<file path="config.mk">
export PLATFORM = sky130hd
export DESIGN_NAME = isa_bridge_top
export DESIGN_NICKNAME = d
export VERILOG_FILES = /design/src/rtl/isa_br_pkg.sv /design/src/rtl/isa_ws_shift.sv /design/src/rtl/isa_ws_tapsel.sv /design/src/rtl/isa_br_decode.sv /design/src/rtl/isa_bridge_top.sv
export SDC_FILE = /design/constraint.sdc
export NUM_CORES = 1
export LEC_CHECK = 0
export CAP_MARGIN = 10
export CORE_ASPECT_RATIO = 0.6
export CORE_MARGIN = 2
export CORE_UTILIZATION = 30
export CTS_CLUSTER_SIZE = 30
export DETAILED_ROUTE_END_ITERATION = 6
export DONT_BUFFER_PORTS = 1
export GPL_TIMING_DRIVEN = 0
export PLACE_DENSITY = 0.55
export SYNTH_ARGS = -nofsm -noshare
export SYNTH_HDL_FRONTEND = slang
export SYNTH_SLANG_ARGS = --single-unit
</file>
<file path="constraint.sdc">
create_clock -name clk -period 1.95 [get_ports clk]
set_input_delay 0.195 -clock clk [delete_from_list [all_inputs] [get_ports clk]]
set_output_delay 0.195 -clock clk [all_outputs]
set_load 0.02 [all_outputs]
</file>
<file path="src/rtl/isa_br_pkg.sv">
package isa_br_pkg;

    typedef enum logic [2:0] {
        BR_IDLE,
        BR_COUNT,
        BR_STALL,
        BR_ACK,
        BR_FOREIGN
    } br_state_t;

    typedef struct packed {
        logic spc;   // raw space bit: 0 = I/O, 1 = memory
        logic rd;    // 1 = read
        logic wide;  // 16-bit chip select won
        logic upr;   // upper strobe active
        logic lwr;   // lower strobe active
    } br_cyc_t;

endpackage

</file>
<file path="src/rtl/isa_ws_shift.sv">
module isa_ws_shift #(
    parameter int SR_LEN = 8
) (
    input  logic              clk,
    input  logic              rst_n,
    input  logic              run,
    output logic [SR_LEN-1:0] stages
);
    // Fills with ones while a cycle runs; cleared whenever it does not.
    always_ff @(posedge clk or negedge rst_n) begin
        if (!rst_n) begin
            stages <= '0;
        end else if (!run) begin
            stages <= '0;
        end else begin
            stages <= {stages[SR_LEN-2:0], 1'b1};
        end
    end
endmodule

</file>
<file path="src/rtl/isa_ws_tapsel.sv">
module isa_ws_tapsel #(
    parameter int                        SR_LEN       = 8,
    parameter int                        SEL_W        = 3,
    parameter logic [(1<<SEL_W)-1:0]     UNUSED_MASK  = 8'b0111_0000,
    parameter int                        FALLBACK_TAP = 7
) (
    input  logic [SR_LEN-1:0] stages,
    input  logic [SEL_W-1:0]  sel,
    output logic              hit
);
    localparam int SEL_N = 1 << SEL_W;

    logic [SEL_N-1:0] cand;

    for (genvar g = 0; g < SEL_N; g++) begin : g_tap
        localparam bool_skip = (UNUSED_MASK[g] == 1'b1) || (g >= SR_LEN);
        localparam int TAP   = bool_skip ? FALLBACK_TAP : g;
        assign cand[g] = stages[TAP];
    end

    assign hit = cand[sel];
endmodule

</file>
<file path="src/rtl/isa_br_decode.sv">
module isa_br_decode
    import isa_br_pkg::*;
(
    input  logic    on,
    input  br_cyc_t cyc,
    output logic    memr_n,
    output logic    memw_n,
    output logic    ior_n,
    output logic    iow_n,
    output logic    sbhe_n,
    output logic    lane_hi_hi,
    output logic    lane_hi_lo,
    output logic    lane_lo_lo
);
    always_comb begin
        memr_n     = 1'b1;
        memw_n     = 1'b1;
        ior_n      = 1'b1;
        iow_n      = 1'b1;
        sbhe_n     = 1'b1;
        lane_hi_hi = 1'b0;
        lane_hi_lo = 1'b0;
        lane_lo_lo = 1'b0;
        if (on) begin
            // index {space, R/W}: R/W is the low select input
            unique case ({cyc.spc, cyc.rd})
                2'b00:   iow_n  = 1'b0;
                2'b01:   ior_n  = 1'b0;
                2'b10:   memw_n = 1'b0;
                default: memr_n = 1'b0;
            endcase
            if (cyc.wide) begin
                sbhe_n     = !cyc.upr;
                lane_hi_hi = cyc.upr;
                lane_lo_lo = cyc.lwr;
            end else begin
                lane_hi_lo = cyc.upr;
                lane_lo_lo = !cyc.upr && cyc.lwr;
            end
        end
    end
endmodule

</file>
<file path="src/rtl/isa_bridge_top.sv">
module isa_bridge_top
    import isa_br_pkg::*;
#(
    parameter int                    CPU_AW       = 24,
    parameter int                    ISA_AW       = 16,
    parameter int                    SR_LEN       = 8,
    parameter int                    SEL_W        = 3,
    parameter logic [(1<<SEL_W)-1:0] UNUSED_MASK  = 8'b0111_0000,
    parameter int                    FALLBACK_TAP = 7,
    parameter int                    SPACE_BIT    = 23,
    parameter int                    WS_LSB       = 21
) (
    input  logic              clk,
    input  logic              rst_n,
    input  logic              uds_n,
    input  logic              lds_n,
    input  logic              rw,
    input  logic              cs8_n,
    input  logic              cs16_n,
    input  logic [CPU_AW-1:1] cpu_addr,
    input  logic              gpio_sel,
    input  logic              isa_wait,
    output logic              dtack_n,
    output logic              memr_n,
    output logic              memw_n,
    output logic              ior_n,
    output logic              iow_n,
    output logic              sbhe_n,
    output logic [ISA_AW-1:0] isa_addr,
    output logic              lane_hi_hi,
    output logic              lane_hi_lo,
    output logic              lane_lo_lo
);
    localparam int ADR_SEL_W = SEL_W - 1;

    br_state_t         state_q, state_d;
    br_cyc_t           cyc_q;
    logic [SEL_W-1:0]  sel_q;
    logic [ISA_AW-1:0] addr_q;
    logic [SR_LEN-1:0] stages;
    logic              tap_hit;
    logic              strobe_on, cs_on, cycle_on, bus_on;

    assign strobe_on = !(uds_n && lds_n);
    assign cs_on     = !(cs8_n && cs16_n);
    assign cycle_on  = strobe_on && cs_on;

    isa_ws_shift #(.SR_LEN(SR_LEN)) u_shift (
        .clk    (clk),
        .rst_n  (rst_n),
        .run    (cycle_on),
        .stages (stages)
    );

    isa_ws_tapsel #(
        .SR_LEN       (SR_LEN),
        .SEL_W        (SEL_W),
        .UNUSED_MASK  (UNUSED_MASK),
        .FALLBACK_TAP (FALLBACK_TAP)
    ) u_tapsel (
        .stages (stages),
        .sel    (sel_q),
        .hit    (tap_hit)
    );

    // State register and cycle capture
    always_ff @(posedge clk or negedge rst_n) begin
        if (!rst_n) begin
            state_q <= BR_IDLE;
            cyc_q   <= '0;
            sel_q   <= '0;
            addr_q  <= '0;
        end else begin
            state_q <= state_d;
            if (state_q == BR_IDLE && cycle_on) begin
                cyc_q.spc  <= cpu_addr[SPACE_BIT];
                cyc_q.rd   <= rw;
                cyc_q.wide <= !cs16_n;
                cyc_q.upr  <= !uds_n;
                cyc_q.lwr  <= !lds_n;
                sel_q      <= {gpio_sel, cpu_addr[WS_LSB +: ADR_SEL_W]};
                addr_q     <= {cpu_addr[ISA_AW-1:1], uds_n};
            end
        end
    end

    // Next state
    always_comb begin
        state_d = state_q;
        unique case (state_q)
            BR_IDLE: begin
                if (cycle_on)       state_d = BR_COUNT;
                else if (strobe_on) state_d = BR_FOREIGN;
            end
            BR_COUNT: begin
                if (!cycle_on)      state_d = BR_IDLE;
                else if (tap_hit)   state_d = isa_wait ? BR_STALL : BR_ACK;
            end
            BR_STALL: begin
                if (!cycle_on)      state_d = BR_IDLE;
                else if (!isa_wait) state_d = BR_ACK;
            end
            BR_ACK: begin
                if (!cycle_on)      state_d = BR_IDLE;
            end
            BR_FOREIGN: begin
                if (!strobe_on)     state_d = BR_IDLE;
            end
            default:                state_d = BR_IDLE;
        endcase
    end

    // Outputs
    always_comb begin
        dtack_n = 1'b1;
        bus_on  = 1'b0;
        unique case (state_q)
            BR_COUNT, BR_STALL: bus_on = 1'b1;
            BR_ACK: begin
                bus_on  = 1'b1;
                dtack_n = 1'b0;
            end
            default: ;
        endcase
    end

    assign isa_addr = addr_q;

    isa_br_decode u_decode (
        .on         (bus_on),
        .cyc        (cyc_q),
        .memr_n     (memr_n),
        .memw_n     (memw_n),
        .ior_n      (ior_n),
        .iow_n      (iow_n),
        .sbhe_n     (sbhe_n),
        .lane_hi_hi (lane_hi_hi),
        .lane_hi_lo (lane_hi_lo),
        .lane_lo_lo (lane_lo_lo)
    );
endmodule

</file>
### After elaboration in Yosys (flattened, before gate mapping)

Index checks and enable logic that the tools add are counted.

| cells by class | value |
|---|---|
| reductions and logical operators | 16 |
| shift-type cells | 0 |
| magnitude comparators | 1 |
| mux-type cells | 31 |
| $add $sub $neg | 0 |
| equality and inequality tests | 11 |
| div/mod/pow operators | 0 |
| bitwise gates (word level) | 0 |
| multipliers | 0 |

Operators by type and width:

| operator | number |
|---|---|
| 2-to-1 mux 3 bit | 8 |
| 2-to-1 mux 1 bit | 20 |
| case mux 3 bit (5 select lines) | 1 |
| != test 3 bit (second input constant) | 3 |
| 2-to-1 mux 8 bit | 1 |
| == test 3 x 2 -> 1 bit (second input constant) | 2 |
| logical NOT 1 bit | 6 |
| OR reduction 3 bit | 2 |
| logical AND 1 bit | 5 |
| AND reduction 5 bit | 1 |
| less-than comparator 3 x 4 -> 1 bit (second input constant) | 1 |
| != test 2 bit (second input constant) | 2 |
| binary-select mux 1 bit (select 3 bit) | 1 |
| == test 3 x 1 -> 1 bit (second input constant) | 1 |
| == test 3 bit (second input constant) | 1 |
| logical NOT 3 bit | 1 |
| == test 2 x 1 -> 1 bit (second input constant) | 1 |
| == test 2 bit (second input constant) | 1 |
| logical NOT 2 bit | 1 |

| storage, ports and cells | value |
|---|---|
| memories | 0 |
| memory bits (writable) | 0 |
| bits in read-only memories | 0 |
| bits in latches | 0 |
| bits in registers | 35 |
| word-level logic and storage cells | 68 |
| output and inout bits | 25 |
| bits of input ports | 32 |

### Depth between registers and ports, before layout

Gate-level depths: netlist of the first run.

| depth | value |
|---|---|
| depth after elaboration | 5 |
| mapped depth | 5 |

### Hierarchy

From an unflattened synthesis of the first run, not the netlist that was laid out.

| second synthesis, totals | value |
|---|---|
| cells, all modules | 103 |
| area total of the unflattened synthesis | 1480.2 um^2 |

By module, submodules not included:

| module | times used | area each (um^2) | cells an instance |
|---|---|---|---|
| isa_bridge_top | 1 | 1137.3 | 71 |
| isa_ws_shift | 1 | 244.0 | 15 |
| isa_br_decode | 1 | 57.6 | 11 |
| isa_ws_tapsel | 1 | 41.3 | 6 |

### Least setup slack after synthesis of the first run

OpenSTA, ideal clock, no wires.

| path | value |
|---|---|
| path kind | reg2reg |
| start | register state_q[2] |
| end | register cyc_q[3] (netlist bit) |
| setup slack | 0.519 ns |
| arrival time | 1.305 ns |
| buffers on the path | 1 |
| setup time | 0.125 ns |
| stages on the path, launching flop included | 5 |
| clock period less this slack | 1.431 ns |
| cells stage by stage | dfrtp_1 > a221oi_2 > nand2_4 > buf_6 > mux2_4 |

| between the ends | value |
|---|---|
| cells in the longest elaborated chain, start to end | 2 |

Ends and longest elaborated chain:

| element | line | RTL |
|---|---|---|
| start, declared | isa_bridge_top.sv:36 | `br_state_t state_q, state_d;` |
| start signal, assigned | isa_bridge_top.sv:74 | `state_q <= state_d;` |
| logical NOT 3 bit | isa_bridge_top.sv:75 | `if (state_q == BR_IDLE && cycle_on) begin` |
| logical AND 1 bit | isa_bridge_top.sv:75 |  |
| end, declared | isa_bridge_top.sv:37 | `br_cyc_t cyc_q;` |

Every way passes these cells.
A chain may end at the register's enable or synchronous reset.

### Worst setup path in the final report of the first run

| path | value |
|---|---|
| start | register state_q[1] |
| end | output port lane_hi_hi |

| between the ends | value |
|---|---|
| cells in the longest elaborated chain, start to end | 4 |
| elaborated cells on any way between the ends | 6 |
| classes of those cells | 3 x eq/ne; 2 x mux; 1 x reduce/logical |

Ends and longest elaborated chain:

| element | line | RTL |
|---|---|---|
| == test 3 x 2 -> 1 bit / == test 3 x 1 -> 1 bit (equally long branches) | isa_bridge_top.sv:117 | `unique case (state_q)` |
| OR reduction 3 bit (no source line) (*) | n/a |  |
| 2-to-1 mux 1 bit (*) | isa_bridge_top.sv:117 |  |
| 2-to-1 mux 1 bit (*) | isa_br_decode.sv:24 | `if (on) begin` |
| end, declared | isa_bridge_top.sv:30 | `output logic lane_hi_hi,` |

Every way passes the cells marked *; elsewhere a longest branch is shown, timed or not.

==> results of run 1 <==
per-stage QoR:
stage	cell area (um^2)	cells	setup slack [ps]	util [%]
2_1_floorplan	1450	97	519	-
3_3_place_gp	1530	160	284	33.1
3_5_place_dp	1530	160	248	33.1
4_1_cts	1660	170	15.7	36.0
5_1_grt	1660	170	66.5	36.1
6_report	1660	170	179	36.1
power by group through the flow:
stage          Sequential (W)  Combinational, W  Clock [W]
2_1_floorplan         0.00140          0.000720          0
3_3_place_gp          0.00146          0.000791          0
3_5_place_dp          0.00147          0.000821          0
4_1_cts               0.00147          0.000840   0.000590
5_1_grt               0.00151          0.000897   0.000628
6_report              0.00147          0.000831   0.000565
routing by layer:
metal	GRT usage, %	vias up	wire length [um]
met4	4.97	0	48
li1	-	364	-
met5	0	-	0
met1	13.8	409	1220
met2	17.1	37	1280
met3	5.59	7	250
what timing repair did:
item,4_1_cts,5_1_grt
endpoints found under the hold margin,35,0
resized for setup,1,1
hold buffers,2,0
endpoints found under the setup margin,1,1
cells by family after synthesis:
group           synth area share, %
flops                          60.4
simple gates                   11.9
mux                            21.3
compound gates                 4.49
buf+inv                        1.81
synth_stat cells, drive strengths merged:
master / n / share of area (%)
mux2i: 2 / 1.4
o21ai: 3 / 1.0
a22oi: 1 / 0.52
o211a: 1 / 0.69
inv: 1 / 0.26
nor3: 2 / 0.69
a2111oi: 2 / 1.2
nor3b: 2 / 1.0
nand2b: 2 / 0.86
and3: 1 / 0.43
or4: 1 / 0.52
nand3: 2 / 0.69
nand2: 4 / 1.6
nor2: 2 / 0.52
and2: 7 / 3.0
buf: 2 / 1.6
dfrtp: 35 / 60
nand3b: 5 / 2.6
mux2: 21 / 20
a221oi: 1 / 1.0
final cells by class:
| type | count | area, um^2 |
|---|---|---|
| plain buffers | 2 | 22.5 |
| flip-flops and latches | 35 | 876 |
| multi-input cells | 59 | 552 |
| repair buffers | 2 | 30.0 |
| well taps | 63 | 78.8 |
| inverters | 1 | 3.75 |
| clock buffers | 8 | 100 |
| fillers | 453 | 2950 |
final timing paths:
check	end	cells after the start	from	slack (ps)
min in group asynchronous	isa_addr[3]	2	rst_n	360
max in group asynchronous	cyc_q[0]	2	rst_n	1410
worst min register to register	u_shift.stages[6]	1	u_shift.stages[5]	450
worst min-delay path	cyc_q[1]	1	uds_n	20
worst max register to register	cyc_q[3]	4	state_q[2]	330
worst max-delay path	lane_hi_hi	4	state_q[1]	180
cells in the final DEF, fill, tap and decap left out, drive strengths merged, types with 3 or more instances in the layout:
cell type,instances
nand2,4
nand3b,5
and2,7
mux2,21
dfrtp,35
buf,3
clkbuf,8
o21ai,3
sequential cells by signal, summed over array words and instances (netlist names):
name,flops
isa_addr,16
u_shift.stages,8
cyc_q,5
sel_q,3
state_q,3
==> results.md, run 1 <==
* Post-Route WL at 2800 um
* Skew final at 4.96 ps
* Diodes inserted at 0
* Yosys reg bits at 35
* Initial core utilization at 31.4%
* RSZ-0062 raised after global routing: false
* Cell Int Power at 0.00181 W
* CTS tree: yes
* Final hold slack at 23.2 ps
* Post-Syn Area at 1450 um^2
* Slowest CP cell: dfrtp_1
* Startpoint types: flip-flop
* Initial antenna violation count at 0
* Mapped Nets at 129
* GPL Wtd Cong at 0.682
* Setup CP Type: reg2out
* Post-route DRC at 0
* Clock Latency Late Sink at 280 ps
* Vias at 817
* Layout cells sized above 1 at 32.7%
* Tot Pwr at 0.00287 W
* Endpoint class of the critical path: primary output
* CTS root buffer: clkbuf_8
* Tot GR Track Use at 11.3%
* Postcts setup bufs at 0
* Die Width at 93.7 um
* Max incr delay on CP at 440 ps
* Power share of the clock group at 19.7%
* Drt initial violations at 38
* Largest net degree at the start of global routing at 36
* First-pass GRT wire length at 4510 um
* Most frequent CP cell: nor2_2
* Actual slew at the worst max-slew pin at 670 ps
* Clock transition at path regs at 70 ps
* Leak pwr at 0.763 nW
* Total power per unit cell area at 1720 nW/um^2
* IO buf count at 0
* Synth-to-Final Area Change at 14.8%
* Max Clk Rate at 565 MHz
* Die area at 5420 um^2
* IO Pins at 57
* Status: completed
* Maxcap violations at 0
* Nets@finish at 138
* Setup Total Neg Slack at 0 ps
* Final Cycle Share at 90.8%
* Seq pwr share at 51.3%
* H-tree levels at 2
* Final ANT Viol Nets at 0
* Detailed placement HPWL at 2050 um
* Hold Vio Cnt, Final at 0
* Data required, critical path at 1750 ps
* Min cycle time layout at 1770 ps
* Worst path top cell family by delay: simple AND/OR/NAND/NOR gates
* Grt ovf at 0
* Worst EP arrival at 1580 ps
* Max-slew headroom at 54.2%
* First-pass iteration count of the detailed router at 4
* Crit path cell chain: nor2_2, nor2_2, nand3_1, inv_1
* Combinational power share at 29.0%
* Slew Viols, Final at 0
* P_sw at 0.00106 W
* CP max FO at 6
* Row count at 19
* Vias per cell at 4.81
* Yosys warns at 0
* Final setup fails at 0
* Register area share after synthesis at 60.4%
* Core ar. at 4610 um^2
* Chip height at 57.8 um
* Post-Synthesis Cells at 97
* TritonCTS Buffers at 5
* Min-Delay Path Class: in2reg
* Crit path buf inv count at 1
* Unique masters post-synth at 22
* Clock Tree Buf Depth at 2
* Switching share of power at 37.0%
* Clock Sinks at 35
* Number of global-route vias before repair at 882
* Mean Syn Cell Area at 14.9 um^2
* Wire per inst at 16.4 um
* VDD IR-drop max at 0.728 mV
(Power assumes the default switching activity.)
==> inputs of run 2 (changes only) <==
--- a/config.mk
+++ b/config.mk
@@ -14,6 +14,7 @@
 export DONT_BUFFER_PORTS = 1
 export GPL_TIMING_DRIVEN = 0
 export PLACE_DENSITY = 0.55
+export SETUP_SLACK_MARGIN = 0.3
 export SYNTH_ARGS = -nofsm -noshare
 export SYNTH_HDL_FRONTEND = slang
 export SYNTH_SLANG_ARGS = --single-unit
==> run 2 against run 1 <==
Clock power is essentially flat. Sequential share of layout area down 0.93 points. Worst setup slack improved by 140 ps. Global-route usage about the same. Sequential cell count unchanged. Clock skew barely moved. Die area stayed put. Total power is 1.5% higher.
==> results.md, run 2 (synthesis results as in run 1) <==
* Nets@finish at 138
* Maxcap violations at 0
* Die area at 5420 um^2
* Clock Sinks at 35
* Final ANT Viol Nets at 0
* Number of flip-flops in the largest register at 16
* VDD IR-drop max at 0.732 mV
* Clock Latency Late Sink at 280 ps
* Tot GR Track Use at 11.3%
* CTS root buffer: clkbuf_8
* Total power per unit cell area at 1720 nW/um^2
* Setup CP Type: reg2out
* Power share of the clock group at 19.5%
* Switching share of power at 37.2%
* IO Pins at 57
* First-pass GRT wire length at 4530 um
* Most common cell after layout, fill and taps aside: dfrtp_1
* Worst EP arrival at 1430 ps
* Min cycle time layout at 1630 ps
* Number of global-route vias before repair at 884
* First-pass iteration count of the detailed router at 4
* Largest net degree at the start of global routing at 36
* P_sw at 0.00108 W
* TritonCTS Buffers at 5
* CTS tree: yes
* Row count at 19
* Crit path cell chain: nor2_4, nor3_1
* Vias at 819
* Slowest CP cell: nor3_1
* GPL Wtd Cong at 0.682
* Clock Tree Buf Depth at 2
* Final Cycle Share at 83.6%
* Post-route DRC at 0
* Most frequent cells in the layout: dfrtp_1, mux2_4, and2_1, mux2_2, clkbuf_8
* Synth-to-Final Area Change at 16.8%
* Detailed placement HPWL at 2050 um
* CP max FO at 6
* Slew Viols, Final at 0
* Diodes inserted at 0
* Post-Route WL at 2820 um
* Status: completed
* Fill cells at 448
* Leak pwr at 0.769 nW
* Combinational power share at 29.5%
* Wire per inst at 16.6 um
* Min-Delay Path Class: in2reg
* Data required, critical path at 1750 ps
* Die Width at 93.7 um
* Vias per cell at 4.82
* Initial core utilization at 31.4%
* Max incr delay on CP at 570 ps
* Final setup fails at 0
* Startpoint types: flip-flop
* Chip height at 57.8 um
* Grt ovf at 0
* Drt initial violations at 41
* Actual slew at the worst max-slew pin at 676 ps
* Initial antenna violation count at 0
* Endpoint class of the critical path: primary output
* Final core occ at 36.7%
* Core ar. at 4610 um^2
* Clock transition at path regs at 70 ps
* Seq pwr share at 51.0%
* Max-slew headroom at 54.6%
* Max Clk Rate at 614 MHz
* IO buf count at 0
* Layout cells sized above 1 at 35.5%
* Setup Total Neg Slack at 0 ps
* Hold Vio Cnt, Final at 0
* RSZ-0062 raised after global routing: true
* Skew final at 5.25 ps
* H-tree levels at 2
* Cell Int Power at 0.00183 W
## run 2: worst paths after layout
check                                        from                 to  slack, ps  depth (start not counted)
worst max-delay path                   state_q[1]         lane_hi_lo        320                          2
worst min-delay path                        uds_n           cyc_q[1]         20                          1
worst max register to register         state_q[2]           cyc_q[3]        380                          4
worst min register to register  u_shift.stages[5]  u_shift.stages[6]        450                          1
max in group asynchronous                   rst_n           cyc_q[0]       1410                          2
min in group asynchronous                   rst_n        isa_addr[3]        360                          2
## run 2: worst max-delay path: cells and delay by family (launching register included)
family | cells | cell delay, ps
simple gates | 2 | 680
flops | 1 | 470
## run 2: final cells by class
type	instances	area [um^2]	share of cell area, %
flip-flops and latches	35	876	51.7
multi-input cells	59	582	34.4
clock buffers	8	100	5.91
well taps	63	78.8	4.66
repair buffers	2	30.0	1.77
plain buffers	2	22.5	1.33
inverters	1	3.75	0.222
## run 2: power by group through the flow
stage	registers, W	clock network [W]	logic, W
floorplan	0.00140	0	0.000720
global placement	0.00146	0	0.000791
detailed placement	0.00147	0	0.000821
CTS	0.00148	0.000590	0.000860
global route	0.00152	0.000628	0.000925
finish	0.00148	0.000567	0.000856
## run 2: per-stage QoR
stage | worst slack [ps] | hold slack [ps] | power (W) | cell area, um^2 | cells
2_1_floorplan | 519 | -101 | 0.00212 | 1450 | 97
3_3_place_gp | 284 | -99.7 | 0.00225 | 1530 | 160
3_5_place_dp | 248 | -100 | 0.00229 | 1530 | 160
4_1_cts | 295 | 9.84 | 0.00293 | 1680 | 170
5_1_grt | 257 | 14.0 | 0.00308 | 1690 | 170
6_report | 321 | 21.3 | 0.00291 | 1690 | 170
## run 2: routing by layer
layer	GRT usage [%]	share of wire (%)	routed length [um]	vias up
met5	0	0	0	-
met4	4.97	1.7	48	0
met3	5.59	9.4	265	7
met2	17.2	46	1290	38
met1	13.8	43	1210	407
li1	-	-	-	367
## run 2: repair_timing
item | CTS | global route
hold endpoints to repair | 35 | 0
buffers inserted | 0 | 0
hold buffers | 2 | 0
gates resized for setup | 5 | 3
endpoints found under the setup margin | 21 | 17
==> inputs of run 3 (changes only) <==
==> constraint.sdc (replaced) <==
create_clock -name clk -period 1.7 [get_ports clk]
set_input_delay 0.17 -clock clk [delete_from_list [all_inputs] [get_ports clk]]
set_output_delay 0.17 -clock clk [all_outputs]
set_load 0.02 [all_outputs]
==> run 3 against run 2 <==
Sequential cell count stayed put. Clock skew is 3.0 ps higher. Global-route usage is 1.6 points higher. Total power is 27% higher. First-iteration DRC count is 54% lower. Wire length is 13% higher. Critical endpoint is now iow_n.
==> results.md, run 3 (synthesis results as in run 1) <==
* First-pass iteration count of the detailed router at 4
* Most frequent cells in the layout: dfrtp_1, mux2_4, and2_1, mux2_2, buf_4
* Cells after DPL at 160
* Final setup fails at 0
* Data required, critical path at 1530 ps
* Final Cycle Share at 87.0%
* Hold Vio Cnt, Final at 0
* Seq pwr share at 46.1%
* Layout cells sized above 1 at 44.1%
* Max-slew headroom at 62.4%
* Clock transition at path regs at 70 ps
* CTS root buffer: clkbuf_8
* Leak pwr at 0.842 nW
* Combinational power share at 34.5%
* Min-Delay Path Class: in2reg
* Final hold slack at 31.7 ps
* Initial antenna violation count at 0
* Synth-to-Final Area Change at 30.0%
* Initial core utilization at 31.4%
* Reg2reg path depth at 4
* Cell Int Power at 0.00234 W
* Total power per unit cell area at 1960 nW/um^2
* Worst path top cell family by delay: simple AND/OR/NAND/NOR gates
* Vias per cell at 4.90
* IO Pins at 57
* Most common cell after layout, fill and taps aside: dfrtp_1
* Number of global-route vias before repair at 951
* Internal reg-to-reg setup slack at 230 ps
* Post-route DRC at 0
* Tot GR Track Use at 12.9%
* CP max FO at 5
* Final ANT Viol Nets at 0
* Grt ovf at 0
* Setup CP Type: reg2out
* Post-Layout Cell Count at 181
* Top Layer Used: met4
* Setup Total Neg Slack at 0 ps
* H-tree levels at 2
* Power share of the clock group at 19.4%
* Drt initial violations at 19
* Number of flip-flops in the largest register at 16
* Slowest CP cell: or4_4
* Endpoint class of the critical path: primary output
* Diodes inserted at 0
* R2R Path End: isa_addr[0]
* Nets@finish at 150
* IO buf count at 0
* First-pass GRT wire length at 5060 um
* Die area at 5420 um^2
* P_sw at 0.00135 W
* Metal2 WL at 1510 um
* Clock Sinks at 35
* Max incr delay on CP at 550 ps
* Min cycle time layout at 1480 ps
* Actual slew at the worst max-slew pin at 564 ps
* Die Width at 93.7 um
* Post-Route WL at 3200 um
* Fill cells at 434
* Critical path origin: state_q[2]
* Clock Latency Late Sink at 280 ps
* WL met1 at 1460 um
* Max Clk Rate at 676 MHz
* Switching share of power at 36.6%
* Worst EP arrival at 1310 ps
* Vias at 886
* Crit path cell chain: or4_4
* Skew final at 8.21 ps
* Status: completed
* RSZ-0062 raised after global routing: true
* Core ar. at 4610 um^2
* Detailed placement HPWL at 2060 um
* Chip height at 57.8 um
* Worst Setup EP: iow_n
* Clock Tree Buf Depth at 2
* CTS tree: yes
* VDD IR-drop max at 0.750 mV
* Row count at 19
* TritonCTS Buffers at 5
* Levels on crit path at 1
* Reg2reg start: state_q[2]
* Startpoint types: flip-flop
* GPL Wtd Cong at 0.688
* Maxcap violations at 0
* DR WL met3 at 169 um
* Largest net degree at the start of global routing at 36
* Crit path buf inv count at 0
* Wire per inst at 17.7 um
* Slew Viols, Final at 0
-- run 3: worst min path at each step --
stage / start / to / depth (start not counted)
global route: cpu_addr[22] / sel_q[1] / 1
finish: cpu_addr[21] / sel_q[0] / 1
detailed placement: rst_n / isa_addr[12] / 0
CTS: lds_n / cyc_q[0] / 1
global placement: rst_n / isa_addr[12] / 0
floorplan: rst_n / cyc_q[0] / 0
-- run 3: final cells by class --
class,instances,area [um^2],area share (%)
buffer,2,35.0,1.86
inverter,1,6.26,0.332
tap,63,78.8,4.19
clock inverter,2,37.5,1.99
sequential,35,877,46.6
clock buffer,5,68.8,3.65
multi-input combinational,59,628,33.4
timing repair buffer,14,151,8.04
-- run 3: metal layers --
metal | vias to the layer above | track usage [%]
met1 | 450 | 17.3
met3 | 7 | 4.42
met4 | 0 | 7.25
li1 | 388 | -
met2 | 41 | 18.5
met5 | - | 0
-- run 3: metrics by stage --
| step | power (W) | area [um^2] | util [%] | worst slack, ps |
|---|---|---|---|---|
| after floorplan | 0.00244 | 1460 | - | 320 |
| after global placement | 0.00260 | 1540 | 33.4 | 166 |
| after detailed placement | 0.00264 | 1540 | 33.4 | 153 |
| after CTS | 0.00354 | 1780 | 38.6 | 125 |
| after global routing | 0.00392 | 1880 | 40.8 | 169 |
| final | 0.00369 | 1880 | 40.8 | 221 |
-- run 3: power by group through the flow --
stage / clock (W) / combinational, W / sequential, W
after floorplan: 0 / 0.000833 / 0.00161
after global placement: 0 / 0.000916 / 0.00168
after detailed placement: 0 / 0.000957 / 0.00168
after CTS: 0.000730 / 0.00113 / 0.00168
after global routing: 0.000783 / 0.00138 / 0.00175
final: 0.000715 / 0.00128 / 0.00170
-- run 3: repair_timing --
item                                    CTS  global route
endpoints found under the setup margin   24            31
gates resized for setup                  10            11
hold buffers                              5             1
hold endpoints to repair                 38             1
pin swaps                                 3             7
setup buffers                             5             2
cloned                                    0             1
